<file path="config.mk">
export PLATFORM = sky130hd
export DESIGN_NAME = tlb_xlate
export DESIGN_NICKNAME = d
export VERILOG_FILES = /design/src/rtl/tlb_pkg.sv /design/src/rtl/tlb_set_match.sv /design/src/rtl/tlb_victim_pick.sv /design/src/rtl/tlb_xlate.sv
export SDC_FILE = /design/constraint.sdc
export NUM_CORES = 1
export LEC_CHECK = 0
export ABC_AREA = 1
export CAP_MARGIN = 10
export CORE_MARGIN = 2
export CORE_UTILIZATION = 29
export DETAILED_ROUTE_END_ITERATION = 10
export PLACE_DENSITY = 0.51
export SETUP_SLACK_MARGIN = 0.4
export SLEW_MARGIN = 20
export SYNTH_ARGS = -nofsm -noshare
export SYNTH_HDL_FRONTEND = slang
export SYNTH_SLANG_ARGS = --single-unit
</file>
<file path="constraint.sdc">
create_clock -name clk -period 4.2 [get_ports clk]
set_input_delay 0.84 -clock clk [delete_from_list [all_inputs] [get_ports clk]]
set_output_delay 0.84 -clock clk [all_outputs]
set_load 0.02 [all_outputs]
</file>
<file path="src/rtl/tlb_pkg.sv">
package tlb_pkg;
    localparam int VPN_W = 8;
    localparam int IDX_W = 2;
    localparam int PPN_W = 6;
    localparam int OFF_W = 6;
    localparam int WAYS  = 4;
    localparam int TAG_W = VPN_W - IDX_W;
    localparam int SETS  = 1 << IDX_W;
    localparam int WAY_W = $clog2(WAYS);
    localparam int PA_W  = PPN_W + OFF_W;

    typedef struct packed {
        logic             vld;
        logic             glob;
        logic             sup;
        logic             rd;
        logic             wr;
        logic [TAG_W-1:0] tag;
        logic [PPN_W-1:0] ppn;
    } tlb_entry_t;

    typedef struct packed {
        tlb_entry_t [SETS-1:0][WAYS-1:0] ent;
        logic       [SETS-1:0][WAY_W-1:0] rr;
    } tlb_state_t;
endpackage

</file>
<file path="src/rtl/tlb_set_match.sv">
module tlb_set_match
    import tlb_pkg::*;
(
    input  tlb_entry_t [WAYS-1:0] ents,
    input  logic [TAG_W-1:0]      tag,
    output logic [WAYS-1:0]       hit,
    output tlb_entry_t            sel
);
    for (genvar g = 0; g < WAYS; g++) begin : g_cmp
        assign hit[g] = ents[g].vld && (ents[g].tag == tag);
    end

    always_comb begin
        sel = '0;
        for (int i = 0; i < WAYS; i++) begin
            if (hit[i]) sel = tlb_entry_t'(sel | ents[i]);
        end
    end
endmodule

</file>
<file path="src/rtl/tlb_victim_pick.sv">
module tlb_victim_pick #(
    parameter int N = 4,
    parameter int W = 2
) (
    input  logic [N-1:0] vld,
    input  logic [N-1:0] hit,
    input  logic [W-1:0] rr,
    output logic [W-1:0] way,
    output logic         use_rr
);
    always_comb begin
        way    = rr;
        use_rr = 1'b1;
        if (|hit) begin
            use_rr = 1'b0;
            for (int i = 0; i < N; i++) begin
                if (hit[i]) way = W'(i);
            end
        end else begin
            for (int i = N - 1; i >= 0; i--) begin
                if (!vld[i]) begin
                    way    = W'(i);
                    use_rr = 1'b0;
                end
            end
        end
    end
endmodule

</file>
<file path="src/rtl/tlb_xlate.sv">
module tlb_xlate
    import tlb_pkg::*;
(
    input  logic             clk,
    input  logic             rst_n,
    input  logic             lk_valid,
    input  logic [VPN_W-1:0] lk_vpn,
    input  logic [OFF_W-1:0] lk_off,
    input  logic             lk_write,
    input  logic             lk_super,
    output logic             lk_hit,
    output logic             lk_miss,
    output logic             lk_fault,
    output logic [PPN_W-1:0] lk_ppn,
    output logic [PA_W-1:0]  lk_paddr,
    input  logic             rf_valid,
    input  logic [VPN_W-1:0] rf_vpn,
    input  logic [PPN_W-1:0] rf_ppn,
    input  logic             rf_super_only,
    input  logic             rf_read_ok,
    input  logic             rf_write_ok,
    input  logic             rf_global,
    input  logic             flush
);
    tlb_state_t q, d;

    // Lookup path
    logic [IDX_W-1:0] lk_idx;
    logic [TAG_W-1:0] lk_tag;
    logic [WAYS-1:0]  lk_match;
    tlb_entry_t       lk_sel;
    logic             lk_any, lk_viol;

    assign lk_idx = lk_vpn[IDX_W-1:0];
    assign lk_tag = lk_vpn[VPN_W-1:IDX_W];

    tlb_set_match u_look (
        .ents (q.ent[lk_idx]),
        .tag  (lk_tag),
        .hit  (lk_match),
        .sel  (lk_sel)
    );

    always_comb begin
        lk_any   = |lk_match;
        lk_viol  = (lk_sel.sup && !lk_super) || (lk_write ? !lk_sel.wr : !lk_sel.rd);
        lk_hit   = lk_valid && lk_any && !lk_viol;
        lk_fault = lk_valid && lk_any && lk_viol;
        lk_miss  = lk_valid && !lk_any;
        lk_ppn   = lk_hit ? lk_sel.ppn : '0;
        lk_paddr = lk_hit ? {lk_sel.ppn, lk_off} : '0;
    end

    // Refill path
    logic [IDX_W-1:0] rf_idx;
    logic [TAG_W-1:0] rf_tag;
    logic [WAYS-1:0]  rf_match, rf_vld;
    tlb_entry_t       rf_sel_unused;
    logic [WAY_W-1:0] rf_way;
    logic             rf_use_rr;

    assign rf_idx = rf_vpn[IDX_W-1:0];
    assign rf_tag = rf_vpn[VPN_W-1:IDX_W];

    tlb_set_match u_rmatch (
        .ents (q.ent[rf_idx]),
        .tag  (rf_tag),
        .hit  (rf_match),
        .sel  (rf_sel_unused)
    );

    for (genvar g = 0; g < WAYS; g++) begin : g_vld
        assign rf_vld[g] = q.ent[rf_idx][g].vld;
    end

    tlb_victim_pick #(.N(WAYS), .W(WAY_W)) u_vict (
        .vld    (rf_vld),
        .hit    (rf_match),
        .rr     (q.rr[rf_idx]),
        .way    (rf_way),
        .use_rr (rf_use_rr)
    );

    always_comb begin
        d = q;
        if (flush) begin
            for (int s = 0; s < SETS; s++) begin
                for (int w = 0; w < WAYS; w++) begin
                    if (!q.ent[s][w].glob) d.ent[s][w].vld = 1'b0;
                end
            end
        end
        if (rf_valid) begin
            d.ent[rf_idx][rf_way] = '{vld: 1'b1, glob: rf_global, sup: rf_super_only,
                                     rd: rf_read_ok, wr: rf_write_ok,
                                     tag: rf_tag, ppn: rf_ppn};
            if (rf_use_rr) d.rr[rf_idx] = q.rr[rf_idx] + 1'b1;
        end
    end

    always_ff @(posedge clk) begin
        if (!rst_n) q <= '0;
        else        q <= d;
    end

    // Assertion helpers
    function automatic int count_live(input tlb_state_t s, input bit only_local);
        int n = 0;
        for (int i = 0; i < SETS; i++)
            for (int w = 0; w < WAYS; w++)
                if (s.ent[i][w].vld && !(only_local && s.ent[i][w].glob)) n++;
        return n;
    endfunction

    function automatic bit vpn_resident(input tlb_state_t s, input logic [VPN_W-1:0] v);
        bit r = 1'b0;
        for (int w = 0; w < WAYS; w++)
            if (s.ent[v[IDX_W-1:0]][w].vld && s.ent[v[IDX_W-1:0]][w].tag == v[VPN_W-1:IDX_W])
                r = 1'b1;
        return r;
    endfunction

    a_r1_reset_empty: assert property (@(posedge clk) disable iff (!rst_n)
        $rose(rst_n) |-> count_live(q, 1'b0) == 0);
    a_r8_single_match: assert property (@(posedge clk) disable iff (!rst_n)
        $onehot0(lk_match));
    a_r3_miss_quiet: assert property (@(posedge clk) disable iff (!rst_n)
        lk_miss |-> (!lk_hit && !lk_fault && lk_ppn == '0 && lk_paddr == '0));
    a_r3_refill_resident: assert property (@(posedge clk) disable iff (!rst_n)
        rf_valid |=> vpn_resident(q, $past(rf_vpn)));
    a_r6_flush_spares_global: assert property (@(posedge clk) disable iff (!rst_n)
        (flush && !rf_valid) |=> count_live(q, 1'b1) == 0);
    a_r9_offset_kept: assert property (@(posedge clk) disable iff (!rst_n)
        lk_hit |-> lk_paddr[OFF_W-1:0] == lk_off);
    a_r10_idle_quiet: assert property (@(posedge clk) disable iff (!rst_n)
        !lk_valid |-> !(lk_hit || lk_miss || lk_fault));
endmodule

</file>
==> impl_metrics.sql <==
INSERT INTO impl_metrics (metric_group, metric, value, unit) VALUES
('synthesis', 'synth_largest_area_cell', 'dfxtp_1', ''),
('critical_path', 'reg2reg_depth', '17', ''),
('drt', 'num_vias', '17200', ''),
('synthesis', 'synth.top_cell.area_share', '0.346', ''),
('critical_path', 'cp.required', '3.36', 'ns'),
('sta', 'achievable-frequency', '0.255', 'GHz'),
('synthesis', 'synth.distinct_cells', '36', ''),
('drt', 'route.detailed.vias_per_inst', '4.73', ''),
('cells_and_area', 'final_area', '0.0206', 'mm2'),
('floorplanning', 'core-area', '0.0552', 'mm2'),
('grt', 'grt_remaining_overflow', '0', ''),
('sta', 'final_hold_violations', '0', ''),
('floorplanning', 'die_h', '240', 'um'),
('floorplanning', 'rows', '86', ''),
('sta', 'max_slew.worst_pin.slew', '0.892', 'ns'),
('clock_network', 'clkLatencyLatePin', '0.58', 'ns'),
('cells_and_area', 'n_antenna_cell', '0', ''),
('synthesis', 'synth.cell_area', '0.0162', 'mm2'),
('hold_path', 'min_path_type', 'reg -> reg', ''),
('drt', 'routedWlPerCell', '16.9', 'um'),
('cells_and_area', 'final_nets', '2912', ''),
('synthesis', 'sequential_to_total_area_share_from_yosys_stat', '0.346', ''),
('floorplanning', 'initial_utilization', '0.294', ''),
('synthesis', 'syn-num-nets', '2831', ''),
('pwr', 'max-vdd-ir-drop', '229', 'uV'),
('grt', 'grt_first_pass_wirelength', '92400', 'um'),
('drt', 'drc_errors', '0', ''),
('synthesis', 'ys.flop_type', 'dfxtp_1', ''),
('grt', 'grt_antenna_before_repair', '0', ''),
('placed_design', 'dpl-instance-area', '0.0185', 'mm2'),
('synthesis', 'synth_area_per_cell', '5.80', 'um2'),
('clock_network', 'clk_root_buffer_cell', 'clkbuf_16', ''),
('critical_path', 'critPathLaunchType', 'input pin', ''),
('drt', 'count_of_routing_violations_after_the_opening_detailed_route_iteration', '1636', ''),
('clock_network', 'cts-buffers-inserted', '36', ''),
('hold_path', 'hold_depth', '2', ''),
('drt', 'total_wire_length', '61600', 'um'),
('sta', 'layout_worst_path_cycle_share', '0.934', ''),
('clock_network', 'clock_sinks', '280', ''),
('sta', 'min_tclk_post_route', '3.92', 'ns'),
('floorplanning', 'io_pins', '60', ''),
('cells_and_area', 'layout.core_utilization', '0.373', ''),
('synthesis', 'synth_top_cells_by_area', 'dfxtp_1 35%, nand2_1 18%, nor2_1 12%, inv_1 10%, nand4_1 5.6%', ''),
('floorplanning', 'die_ar', '0.0578', 'mm2'),
('sta', 'skew', '0.0385', 'ns'),
('critical_path', 'critPathArrivalTime', '3.08', 'ns'),
('grt', 'grt_pass1_vias', '15500', ''),
('placed_design', 'place.detailed.hpwl', '40500', 'um'),
('pwr', 'power_per_cell_area', '347', 'mW/mm2'),
('grt', 'grt_start_max_net_pins', '178', ''),
('synthesis', 'synth-async-reset-ratio', '0', ''),
('clock_network', 'post_cts_hold_buffer_count', '0', ''),
('synthesis', 'netlist_instances', '2792', ''),
('clock_network', 'clk_pin_slew', '0.05', 'ns'),
('floorplanning', 'die_width', '240', 'um'),
('grt', 'gr-usage-all-layers', '0.209', ''),
('cells_and_area', 'drive_gt1_frac', '0.119', ''),
('drt', 'drtPass1Iterations', '5', ''),
('sta', 'rsz_0062_raised_after_global_routing', 'yes', ''),
('critical_path', 'setup.worst_path.end_class', 'output port', ''),
('placed_design', 'routabilityCongestion', '0.912', ''),
('drt', 'antenna_violating_nets_post_route', '0', ''),
('critical_path', 'worstPathMaxFanout', '7', ''),
('sta', 'final-max-slew-violation-count', '0', ''),
('critical_path', 'worst-r2r-setup-slack', '1.65', 'ns'),
('flow_run', 'drv_cap', '0', ''),
('clock_network', 'cts_max_path_buffers', '3', ''),
('critical_path', 'worst_setup_path_class', 'in -> out', ''),
('synthesis', 'number_of_synthesized_flops_with_an_enable_pin', '0', ''),
('clock_network', 'htree_num_levels', '2', ''),
('sta', 'final_setup_violating_endpoints', '0', ''),
('synthesis', 'ys_seq_elements', '280', ''),
('cells_and_area', 'layout.filler_cells', '5862', ''),
('pwr', 'cellLeakagePower', '9.98', 'nW'),
('clock_network', 'cts_tree', 'done', ''),
('synthesis', 'yosysWarnings', '0', ''),
('sta', 'timing.slew.headroom', '0.402', ''),
('cells_and_area', 'areaGrowthSynthToFinish', '27.2', '%'),
('placed_design', 'io_buffers', '59', ''),
('outcome', 'status', 'complete, no violations', '');
-- where the power goes --
part	internal, W	total (W)	switching (W)	leakage, nW
logic	0.000386	0.00110	0.000717	7.11
clock network	0.00197	0.00327	0.00130	0.608
registers	0.00273	0.00277	0.0000364	2.26
total	0.00509	0.00714	0.00206	9.98
-- cell usage after synthesis, drive strengths merged (4+ instances only) --
cell type and n:
a21oi 165, xor2 10, nand3 68, inv 446, a21o 4, nor2 519, nand4 145, nor3 11
buf 88, nand2 779, dfxtp 280, o21ai 155, clkbuf 98
-- metal layers --
layer / global-route usage / share of wire
met2: 0.331 / 0.45
met1: 0.291 / 0.46
met3: 0.0301 / 0.061
met4: 0.0632 / 0.023
met5: 0 / 0
-- layout make-up --
class                      count  area (um2)  share of cell area
sequential                   280        5610               0.272
clock inverter                 9         154             0.00747
inverter                     449        1710              0.0830
multi-input combinational   1877        8510               0.413
tap                          748         936              0.0454
timing repair buffer         229        2610               0.126
clock buffer                  55        1080              0.0525
-- placed cells by master (no fill, tap or decap), drive strengths merged, types with 2 or more instances in the layout --
master,count
nand2,779
nor2,519
inv,447
dfxtp,280
buf,184
a21oi,165
o21ai,155
nand4,145
nand3,68
clkbuf,65
clkdlybuf4s50,29
nor3,11
xor2,10
clkinv,8
dlygate4sd2,5
a21o,4
o211ai,3
and2,3
a22oi,3
bufinv,3
nor4,3
xnor2,2
a21boi,2
-- worst max-delay path, stage by stage --
cell and delay (ns):
buf_12 0.11, clkinv_8 0.06, buf_8 0.13, buf_12 0.13, nand3_1 0.09, nand2_2 0.08
xnor2_2 0.14, nor3_2 0.27, nand2_2 0.15, buf_6 0.17, nand2_2 0.06, nor3_1 0.06
nor2_2 0.17, nand3_4 0.15, buf_12 0.18, nor2_4 0.14, buf_6 0.13
-- worst max path at each step --
stage / start / endpoint
6_report: lk_vpn[1] / lk_paddr[11]
5_1_grt: lk_vpn[0] / lk_paddr[11]
3_5_place_dp: lk_vpn[1] / lk_fault
4_1_cts: lk_vpn[0] / lk_fault
3_3_place_gp: lk_vpn[1] / lk_fault
2_1_floorplan: lk_vpn[0] / lk_ppn[2]
-- cells by family after synthesis --
kind of cell    after synthesis  share of synthesized area
flops                       280                      0.346
simple gates               1531                      0.390
buf+inv                     635                      0.152
compound gates              334                      0.106
xor+xnor                     12                    0.00649
-- timing repair --
| item | 4_1_cts | 5_1_grt |
|---|---|---|
| gates cloned | 2 | 9 |
| buffers inserted | 3 | 7 |
| pin swaps | 16 | 32 |
| endpoints found under the setup margin | 21 | 161 |
| gates resized for setup | 165 | 103 |
-- through the flow --
stage                     total power [W]  setup TNS (ns)  setup slack (ns)  hold WS (ns)  cells
after floorplan                   0.00340               0             0.405         0.424   2792
after global placement            0.00382           -7.72            -0.727         0.439   3562
after detailed placement          0.00382           -7.58            -0.665         0.446   3562
after CTS                         0.00715               0             0.353         0.455   3631
after global routing              0.00744               0             0.175         0.474   3647
final                             0.00714               0             0.279         0.451   3647
(Power assumes the default switching activity.)
